`config.mk`:
```
export PLATFORM = sky130hd
export DESIGN_NAME = cq_spi_master
export DESIGN_NICKNAME = d
export VERILOG_FILES = /design/src/rtl/cqs_pkg.sv /design/src/rtl/cqs_fifo.sv /design/src/rtl/cqs_shift_engine.sv /design/src/rtl/cqs_status.sv /design/src/rtl/cq_spi_master.sv
export SDC_FILE = /design/constraint.sdc
export NUM_CORES = 1
export LEC_CHECK = 0
export ABC_AREA = 1
export BUFFER_PORTS_ARGS = -buffer_cell sky130_fd_sc_hd__buf_2
export CAP_MARGIN = 0
export CORE_ASPECT_RATIO = 0.7
export CORE_MARGIN = 2
export CORE_UTILIZATION = 61
export DETAILED_ROUTE_END_ITERATION = 6
export GPL_TIMING_DRIVEN = 0
export HOLD_SLACK_MARGIN = 0.06
export MAX_ROUTING_LAYER = met4
export PLACE_DENSITY = 0.8
export SLEW_MARGIN = 0
export SYNTH_ARGS = -nofsm -noshare
export SYNTH_HDL_FRONTEND = slang
export SYNTH_SLANG_ARGS = --single-unit
```
`constraint.sdc`:
```
create_clock -name clk -period 3.9 [get_ports clk]
set_input_delay 0 -clock clk [delete_from_list [all_inputs] [get_ports clk]]
set_output_delay 0 -clock clk [all_outputs]
set_load 0.005 [all_outputs]
```
`src/rtl/cqs_pkg.sv`:
```
package cqs_pkg;
   localparam int DATA_W     = 16;
   localparam int CS_W       = 6;
   localparam int SET_W      = 3;
   localparam int FMSZ_W     = 4;
   localparam int RSV_W      = 4;
   localparam int MIN_BITS   = 4;
   localparam int ENTRY_W    = 1 + SET_W + 1 + 1 + RSV_W + CS_W + DATA_W;

   localparam int FLG_DONE   = 0;
   localparam int FLG_EOQ    = 1;
   localparam int FLG_TXUF   = 2;
   localparam int FLG_TXREQ  = 3;
   localparam int FLG_RXOV   = 4;
   localparam int FLG_RXREQ  = 5;
   localparam int NUM_FLAGS  = 6;

   typedef struct packed {
      logic              cont;
      logic [SET_W-1:0]  set;
      logic              eoq;
      logic              clr;
      logic [RSV_W-1:0]  rsv;
      logic [CS_W-1:0]   pcs;
      logic [DATA_W-1:0] data;
   } push_entry_t;

   typedef struct packed {
      logic            cont;
      logic            eoq;
      logic            clr;
      logic [CS_W-1:0] pcs;
   } frame_cmd_t;
endpackage

```
`src/rtl/cqs_fifo.sv`:
```
module cqs_fifo #(
   parameter int WIDTH = 32,
   parameter int DEPTH = 4
) (
   input  logic             clk,
   input  logic             rst_n,
   input  logic             flush,
   input  logic             wr_en,
   input  logic [WIDTH-1:0] wr_data,
   input  logic             rd_en,
   output logic [WIDTH-1:0] rd_data,
   output logic             empty,
   output logic             full
);
   localparam int PTR_W = $clog2(DEPTH);
   localparam int CNT_W = $clog2(DEPTH + 1);

   generate
      if (DEPTH < 2 || (DEPTH & (DEPTH - 1)) != 0) begin : g_bad_depth
         $error("cqs_fifo: DEPTH must be a power of two of at least 2");
      end
   endgenerate

   logic [WIDTH-1:0] mem [DEPTH];
   logic [PTR_W-1:0] wptr, rptr;
   logic [CNT_W-1:0] cnt;
   logic             do_wr, do_rd;

   assign empty   = (cnt == '0);
   assign full    = (cnt == CNT_W'(DEPTH));
   assign do_wr   = wr_en && !full;
   assign do_rd   = rd_en && !empty;
   assign rd_data = mem[rptr];

   always_ff @(posedge clk or negedge rst_n) begin
      if (!rst_n) begin
         wptr <= '0;
         rptr <= '0;
         cnt  <= '0;
      end else if (flush) begin
         wptr <= '0;
         rptr <= '0;
         cnt  <= '0;
      end else begin
         if (do_wr) wptr <= wptr + PTR_W'(1);
         if (do_rd) rptr <= rptr + PTR_W'(1);
         cnt <= cnt + CNT_W'(do_wr) - CNT_W'(do_rd);
      end
   end

   always_ff @(posedge clk) begin
      if (do_wr && !flush) mem[wptr] <= wr_data;
   end
endmodule

```
`src/rtl/cqs_shift_engine.sv`:
```
module cqs_shift_engine #(
   parameter int MAX_BITS = 16,
   parameter int LEN_W    = $clog2(MAX_BITS)
) (
   input  logic                clk,
   input  logic                rst_n,
   input  logic                tick,
   input  logic                start,
   input  logic [MAX_BITS-1:0] ld_data,
   input  logic [LEN_W-1:0]    ld_len_m1,
   input  logic                miso,
   output logic                busy,
   output logic                sck,
   output logic                mosi,
   output logic                frame_done,
   output logic [MAX_BITS-1:0] rx_word
);
   logic                phase;
   logic [LEN_W-1:0]    bit_idx;
   logic [LEN_W-1:0]    len_q;
   logic [MAX_BITS-1:0] tx_sh;
   logic [MAX_BITS-1:0] rx_sh;
   logic [MAX_BITS-1:0] width_mask;
   logic                last_bit;

   assign last_bit   = (bit_idx == len_q);
   assign frame_done = busy && tick && phase && last_bit;
   assign mosi       = busy && tx_sh[len_q];

   always_comb begin
      for (int i = 0; i < MAX_BITS; i++) begin
         width_mask[i] = (LEN_W'(i) <= len_q);
      end
   end

   assign rx_word = rx_sh & width_mask;

   always_ff @(posedge clk or negedge rst_n) begin
      if (!rst_n) begin
         busy    <= 1'b0;
         phase   <= 1'b0;
         sck     <= 1'b0;
         bit_idx <= '0;
         len_q   <= '0;
         tx_sh   <= '0;
         rx_sh   <= '0;
      end else if (start && !busy) begin
         busy    <= 1'b1;
         phase   <= 1'b0;
         sck     <= 1'b0;
         bit_idx <= '0;
         len_q   <= ld_len_m1;
         tx_sh   <= ld_data;
         rx_sh   <= '0;
      end else if (busy && tick) begin
         if (!phase) begin
            sck   <= 1'b1;
            rx_sh <= {rx_sh[MAX_BITS-2:0], miso};
            phase <= 1'b1;
         end else begin
            sck   <= 1'b0;
            phase <= 1'b0;
            if (last_bit) begin
               busy <= 1'b0;
            end else begin
               bit_idx <= bit_idx + LEN_W'(1);
               tx_sh   <= tx_sh << 1;
            end
         end
      end
   end
endmodule

```
`src/rtl/cqs_status.sv`:
```
module cqs_status #(
   parameter int CNT_W = 16,
   parameter int NFLG  = cqs_pkg::NUM_FLAGS
) (
   input  logic             clk,
   input  logic             rst_n,
   input  logic             frame_done,
   input  logic             cmd_cont,
   input  logic             cmd_eoq,
   input  logic             cmd_clr,
   input  logic             tx_empty,
   input  logic             tx_full,
   input  logic             rx_full,
   input  logic             rx_empty,
   input  logic [NFLG-1:0]  flag_clr,
   output logic [NFLG-1:0]  flags,
   output logic [CNT_W-1:0] tcnt
);
   import cqs_pkg::*;

   logic [NFLG-1:0] set_vec;

   always_comb begin
      set_vec            = '0;
      set_vec[FLG_DONE]  = frame_done;
      set_vec[FLG_EOQ]   = frame_done && cmd_eoq;
      set_vec[FLG_TXUF]  = frame_done && cmd_cont && tx_empty;
      set_vec[FLG_TXREQ] = !tx_full;
      set_vec[FLG_RXOV]  = frame_done && rx_full;
      set_vec[FLG_RXREQ] = !rx_empty;
   end

   always_ff @(posedge clk or negedge rst_n) begin
      if (!rst_n) begin
         flags <= '0;
         tcnt  <= '0;
      end else begin
         flags <= (flags & ~flag_clr) | set_vec;
         if (frame_done) tcnt <= (cmd_clr ? '0 : tcnt) + CNT_W'(1);
      end
   end
endmodule

```
`src/rtl/cq_spi_master.sv`:
```
module cq_spi_master #(
   parameter int DEPTH    = 4,
   parameter int NUM_SETS = 8
) (
   input  logic                                  clk,
   input  logic                                  rst_n,
   input  logic                                  push_valid,
   input  logic [cqs_pkg::ENTRY_W-1:0]           push_data,
   input  logic                                  pop_req,
   output logic                                  pop_valid,
   output logic [cqs_pkg::DATA_W-1:0]            pop_data,
   input  logic                                  ctl_master_en,
   input  logic                                  ctl_flush_tx,
   input  logic                                  ctl_flush_rx,
   input  logic [cqs_pkg::CS_W-1:0]              ctl_cs_idle,
   input  logic [NUM_SETS*cqs_pkg::FMSZ_W-1:0]   cfg_frame_size,
   output logic [cqs_pkg::NUM_FLAGS-1:0]         sts_flags,
   input  logic [cqs_pkg::NUM_FLAGS-1:0]         sts_clr,
   output logic [2*cqs_pkg::DATA_W-1:0]          xfer_count,
   input  logic                                  tick,
   output logic                                  sck,
   output logic                                  mosi,
   input  logic                                  miso,
   output logic [cqs_pkg::CS_W-1:0]              cs_n
);
   import cqs_pkg::*;

   localparam int MIN_LEN_M1 = MIN_BITS - 1;

   generate
      if (!(DEPTH == 4 || DEPTH == 16)) begin : g_bad_depth
         $error("cq_spi_master: DEPTH must be 4 or 16");
      end
      if (NUM_SETS != (1 << SET_W)) begin : g_bad_sets
         $error("cq_spi_master: NUM_SETS must match the set field");
      end
      if (DATA_W != (1 << FMSZ_W)) begin : g_bad_fmsz
         $error("cq_spi_master: frame-size field must cover the data width");
      end
   endgenerate

   logic               tx_empty, tx_full, rx_empty, rx_full;
   logic [ENTRY_W-1:0] tx_rd_data;
   push_entry_t        tx_head;
   logic               eng_busy, frame_done, start;
   logic [DATA_W-1:0]  rx_word;
   logic [FMSZ_W-1:0]  raw_size, eff_size;
   frame_cmd_t         cur_cmd;
   logic [CS_W-1:0]    cs_act;
   logic [DATA_W-1:0]  tcnt;
   logic               unused_rsv;

   cqs_fifo #(.WIDTH(ENTRY_W), .DEPTH(DEPTH)) u_txq (
      .clk(clk), .rst_n(rst_n), .flush(ctl_flush_tx),
      .wr_en(push_valid), .wr_data(push_data),
      .rd_en(start), .rd_data(tx_rd_data),
      .empty(tx_empty), .full(tx_full)
   );

   assign tx_head    = push_entry_t'(tx_rd_data);
   assign unused_rsv = ^tx_head.rsv;
   assign raw_size   = cfg_frame_size[tx_head.set*FMSZ_W +: FMSZ_W];
   assign eff_size   = (raw_size < FMSZ_W'(MIN_LEN_M1)) ? FMSZ_W'(MIN_LEN_M1) : raw_size;
   assign start      = !eng_busy && ctl_master_en && !sts_flags[FLG_EOQ] && !tx_empty;

   cqs_shift_engine #(.MAX_BITS(DATA_W), .LEN_W(FMSZ_W)) u_eng (
      .clk(clk), .rst_n(rst_n), .tick(tick), .start(start),
      .ld_data(tx_head.data), .ld_len_m1(eff_size), .miso(miso),
      .busy(eng_busy), .sck(sck), .mosi(mosi),
      .frame_done(frame_done), .rx_word(rx_word)
   );

   cqs_fifo #(.WIDTH(DATA_W), .DEPTH(DEPTH)) u_rxq (
      .clk(clk), .rst_n(rst_n), .flush(ctl_flush_rx),
      .wr_en(frame_done), .wr_data(rx_word),
      .rd_en(pop_req), .rd_data(pop_data),
      .empty(rx_empty), .full(rx_full)
   );

   assign pop_valid = !rx_empty;

   always_ff @(posedge clk or negedge rst_n) begin
      if (!rst_n) begin
         cur_cmd <= '0;
         cs_act  <= '0;
      end else if (start) begin
         cur_cmd <= '{cont: tx_head.cont, eoq: tx_head.eoq, clr: tx_head.clr, pcs: tx_head.pcs};
         cs_act  <= tx_head.pcs;
      end else if (frame_done && !cur_cmd.cont) begin
         cs_act  <= '0;
      end
   end

   generate
      for (genvar g = 0; g < CS_W; g++) begin : g_cs
         assign cs_n[g] = cs_act[g] ? ~ctl_cs_idle[g] : ctl_cs_idle[g];
      end
   endgenerate

   cqs_status #(.CNT_W(DATA_W), .NFLG(NUM_FLAGS)) u_sts (
      .clk(clk), .rst_n(rst_n), .frame_done(frame_done),
      .cmd_cont(cur_cmd.cont), .cmd_eoq(cur_cmd.eoq), .cmd_clr(cur_cmd.clr),
      .tx_empty(tx_empty), .tx_full(tx_full),
      .rx_full(rx_full), .rx_empty(rx_empty),
      .flag_clr(sts_clr), .flags(sts_flags), .tcnt(tcnt)
   );

   assign xfer_count = {tcnt, {DATA_W{1'b0}}};
endmodule

```
==> impl_metrics.xml <==
<?xml version="1.0" encoding="UTF-8"?>
<metrics>
  <group name="status">
    <metric name="outcome" unit="">finished clean</metric>
  </group>
  <group name="drt">
    <metric name="vias" unit="">8734</metric>
    <metric name="detail_route.iter0.violations" unit="">920</metric>
    <metric name="routed_via_density" unit="">5.635</metric>
    <metric name="avg_wl_per_cell" unit="microns">18.05</metric>
    <metric name="overall_routed_net_length" unit="microns">27980</metric>
    <metric name="drtAntennaViolNets" unit="">0</metric>
    <metric name="detail_route.drc_violations" unit="">0</metric>
    <metric name="drt_first_pass_iters" unit="">5</metric>
  </group>
  <group name="logic_synthesis">
    <metric name="post-synth-top-area-cell" unit="">sky130_fd_sc_hd__edfxtp_1</metric>
    <metric name="yosys.cell_types.count" unit="">37</metric>
    <metric name="async_reset_ff_share" unit="%">33.08</metric>
    <metric name="synthXorXnorAreaFrac" unit="%">1.825</metric>
    <metric name="synth_enable_flop_cells" unit="">176</metric>
    <metric name="largest_family_of_logic_cells_by_synthesized_area" unit="">simple AND/OR/NAND/NOR gates</metric>
    <metric name="synthFlopType" unit="">sky130_fd_sc_hd__edfxtp_1</metric>
    <metric name="synth_seq_cells" unit="">263</metric>
    <metric name="postSynthAreaPerCell" unit="sq um">10.87</metric>
    <metric name="yosysSeqAreaShare" unit="%">64.78</metric>
    <metric name="yosys.area_share.adder" unit="%">1.868</metric>
    <metric name="synthTopCellsByCount" unit="">176 x sky130_fd_sc_hd__edfxtp_1, 135 x sky130_fd_sc_hd__nor2_1, 121 x sky130_fd_sc_hd__nand2_1</metric>
    <metric name="ys_top_cells_by_area" unit="">sky130_fd_sc_hd__edfxtp_1 46%, sky130_fd_sc_hd__dfrtp_1 19%, sky130_fd_sc_hd__o21ai_0 5.1%, sky130_fd_sc_hd__nor2_1 4.4%, sky130_fd_sc_hd__nand2_1 3.9%</metric>
    <metric name="yosys_warnings" unit="">0</metric>
    <metric name="synth-compound-area-share" unit="%">11.45</metric>
    <metric name="area_of_the_mapped_netlist" unit="sq um">11520</metric>
    <metric name="synthMuxAreaShare" unit="%">0</metric>
    <metric name="synth_most_common_cell" unit="">sky130_fd_sc_hd__edfxtp_1</metric>
    <metric name="syn-instance-count" unit="">1060</metric>
    <metric name="yosysTopAreaCellShare" unit="%">45.88</metric>
    <metric name="yosys.area_share.simple" unit="%">13.07</metric>
  </group>
  <group name="global_routing">
    <metric name="grt_overflow_total" unit="">0</metric>
    <metric name="maximum_number_of_pins_on_one_net_before_global_route_repair" unit="">74</metric>
    <metric name="wire_length_of_the_first_global_routing_pass" unit="microns">44440</metric>
    <metric name="grt_antenna_before_repair" unit="">0</metric>
    <metric name="via_count_of_the_first_global_routing_pass" unit="">8700</metric>
    <metric name="overall_global_routing_resource_usage" unit="%">29.08</metric>
  </group>
  <group name="worst_setup_path">
    <metric name="critical-path-top-delay-family" unit="">buffers and inverters</metric>
    <metric name="crit_path_start_kind" unit="">flip-flop</metric>
    <metric name="critical_path_peak_fanout" unit="">10</metric>
    <metric name="crit_top_cell" unit="">sky130_fd_sc_hd__dlygate4sd3_1</metric>
    <metric name="setup.worst_path.end_class" unit="">flip-flop</metric>
    <metric name="crit_chain" unit="">buf_12 &gt; nand2_4 &gt; nand3_4 &gt; nand2_4 &gt; inv_1 &gt; nand2_1 &gt; nand2_1 &gt; nor2_1 &gt; dlygate4sd3_1 &gt; nor2_1 &gt; dlygate4sd3_1 &gt; nor2_1 &gt; dlygate4sd3_1 &gt; a21oi_2 &gt; dlygate4sd3_1</metric>
    <metric name="cpPeakStageDelay" unit="ns">0.58</metric>
    <metric name="critical-path-slowest-cell" unit="">sky130_fd_sc_hd__dlygate4sd3_1</metric>
    <metric name="cp_data_arrival_time" unit="ns">4.16</metric>
    <metric name="setup.worst_path.class" unit="">flip-flop to flip-flop</metric>
    <metric name="cp_num_buf_inv" unit="">6</metric>
    <metric name="required_time_of_the_critical_path" unit="ns">4.30</metric>
  </group>
  <group name="layout">
    <metric name="post-route-util" unit="%">74.76</metric>
    <metric name="net_count_reported_at_finish" unit="">1390</metric>
    <metric name="post_layout_nonfiller_instances" unit="">1550</metric>
    <metric name="num_antenna_cells" unit="">0</metric>
    <metric name="syn_to_final_growth" unit="%">21.41</metric>
    <metric name="layout-drive-gt1-share" unit="%">18.73</metric>
  </group>
  <group name="floorplanning">
    <metric name="die-height" unit="microns">119.0</metric>
    <metric name="starting_utilization_of_the_core_area" unit="%">61.58</metric>
    <metric name="fp.dieArea" unit="sq um">20020</metric>
    <metric name="design.portCount" unit="">148</metric>
    <metric name="core.rowCount" unit="">42</metric>
    <metric name="placeableCoreArea" unit="sq um">18710</metric>
    <metric name="die_x" unit="microns">168.3</metric>
  </group>
  <group name="place">
    <metric name="cells_after_dpl" unit="">1446</metric>
    <metric name="post-dp-hpwl" unit="microns">17850</metric>
    <metric name="port-buffer-count" unit="">127</metric>
    <metric name="finalWeightedCongestion" unit="">0.8752</metric>
  </group>
  <group name="timing">
    <metric name="timing_hold_violations_final" unit="">0</metric>
    <metric name="hold_ws" unit="ns">0.07610</metric>
    <metric name="fin_skew" unit="ns">0.008399</metric>
    <metric name="fmax" unit="GHz">0.2658</metric>
    <metric name="fin_tns_setup" unit="ns">0</metric>
    <metric name="final_max_slew_viol_count" unit="">0</metric>
    <metric name="min_period_over_period" unit="%">96.46</metric>
    <metric name="report.final.setup_viol" unit="">0</metric>
    <metric name="slew_headroom" unit="%">34.29</metric>
    <metric name="worst_slew_pin_slew" unit="ns">0.9832</metric>
    <metric name="rsz0062_at_grt" unit="">false</metric>
    <metric name="final_period_minus_worst_setup_slack" unit="ns">3.762</metric>
  </group>
  <group name="job">
    <metric name="timing.max_cap.violations" unit="">0</metric>
  </group>
  <group name="clock_tree">
    <metric name="tritoncts.num_buffers" unit="">25</metric>
    <metric name="clkTransAtPathRegs" unit="ns">0.06</metric>
    <metric name="cts.path.max_buffers" unit="">3</metric>
    <metric name="h-tree-depth" unit="">1</metric>
    <metric name="tritoncts" unit="">yes</metric>
    <metric name="tritoncts_num_sinks" unit="">263</metric>
    <metric name="clk_root_buf" unit="">sky130_fd_sc_hd__clkbuf_16</metric>
    <metric name="clock_latency" unit="ns">0.52</metric>
  </group>
  <group name="worst_hold_path">
    <metric name="hold_path.class" unit="">input port to flip-flop</metric>
  </group>
  <group name="pwr">
    <metric name="irDropWorstVdd" unit="uV">361.9</metric>
    <metric name="static-leakage-power" unit="nW">5.813</metric>
    <metric name="power-per-cell-area" unit="nW/um^2">577.3</metric>
  </group>
</metrics>
## power breakdown
group	internal [mW]	total [mW]	switching (mW)
registers	3.37	3.60	0.229
logic	0.787	2.17	1.38
clock network	1.31	2.30	0.994
## through the flow
stage | worst slack [ns] | instance area, sq um | total power, mW
after floorplan | 1.523 | 11580 | 4.929
after global placement | 0.5494 | 12510 | 5.552
after detailed placement | 0.8091 | 12600 | 5.646
after CTS | 0.01999 | 13950 | 8.029
after global routing | 0.0008504 | 13990 | 8.492
final | 0.1382 | 13990 | 8.074
## worst min-delay path: cells and delay by family
kind / cells / cell delay, ns
AOI/OAI and AO/OA: 1 / 0.10
and+or+nand+nor: 4 / 0.29
buffers and inverters: 2 / 0.13
## registers in the layout, indices dropped and copies added (netlist names)
| signal | flops |
|---|---|
| u_rxq.wptr | 2 |
| u_eng.len_q | 4 |
| u_eng.busy | 1 |
| u_txq.mem | 112 |
| u_txq.rptr | 2 |
| u_sts.tcnt | 16 |
| u_txq.wptr | 2 |
| u_rxq.mem | 64 |
| cs_act | 6 |
| u_eng.rx_sh | 16 |
| cur_cmd | 3 |
| u_rxq.cnt | 3 |
| u_rxq.rptr | 2 |
| u_sts.flags | 6 |
| u_eng.sck | 1 |
| u_txq.cnt | 3 |
| u_eng.tx_sh | 16 |
| u_eng.bit_idx | 4 |
## cell usage in the layout (no fill, tap or decap), types with 34 or more instances in the layout
master                          count
sky130_fd_sc_hd__inv_1            105
sky130_fd_sc_hd__edfxtp_1         176
sky130_fd_sc_hd__clkbuf_1          34
sky130_fd_sc_hd__nor2_1           127
sky130_fd_sc_hd__buf_2            134
sky130_fd_sc_hd__nand3_1           47
sky130_fd_sc_hd__nand2_1          121
sky130_fd_sc_hd__dlygate4sd3_1     57
sky130_fd_sc_hd__o22ai_1           58
sky130_fd_sc_hd__dfrtp_1           85
sky130_fd_sc_hd__o21ai_0          117
## repair_timing
| action | CTS | global route |
|---|---|---|
| resized for setup | 0 | 11 |
| hold buffers | 58 | 0 |
| setup buffers | 0 | 1 |
| setup endpoints to repair | 0 | 2 |
| hold endpoints to repair | 232 | 0 |
## cell type report
type	instances	area, sq um
Buffer	63	390.4
Inverter	113	431.7
Clock inverter	7	33.78
Timing Repair Buffer	187	1259
Tap cell	242	302.8
Clock buffer	39	740.7
Sequential cell	263	7465
Fill cell	1219	4722
Multi-Input combinational cell	636	3363
## logic make-up (layout without fill, tap and decap cells)
family	after synthesis	in the layout
buffers and inverters	176	409
XOR/XNOR	24	24
AND/OR/NAND/NOR	343	343
flip-flops	263	263
adder cells (fa/ha/maj)	16	16
AO/OA/AOI/OAI	237	237
other	1	16
## routing by layer
metal  wire length, microns  GRT usage (%)
met1                  12170          41.74
met4                    442          6.735
met5                      0              -
met2                  13020          44.80
met3                   2353          4.453
## final timing paths
check	from	endpoint	slack (ns)	cells past startpoint
min reg2reg	u_sts.tcnt[0]$_DFFE_PN0N_	u_sts.tcnt[0]$_DFFE_PN0N_	0.51	2
max in group asynchronous	rst_n	cs_act[4]$_DFFE_PN0P_	2.28	4
min in group asynchronous	rst_n	cs_act[5]$_DFFE_PN0P_	0.64	4
max	u_txq.rptr[0]$_DFFE_PN0P_	u_eng.len_q[1]$_DFFE_PN0P_	0.14	15
max reg2reg	u_txq.rptr[0]$_DFFE_PN0P_	u_eng.len_q[1]$_DFFE_PN0P_	0.14	15
min	cfg_frame_size[27]	u_eng.len_q[3]$_DFFE_PN0P_	0.08	7
(Power assumes the default switching activity.)
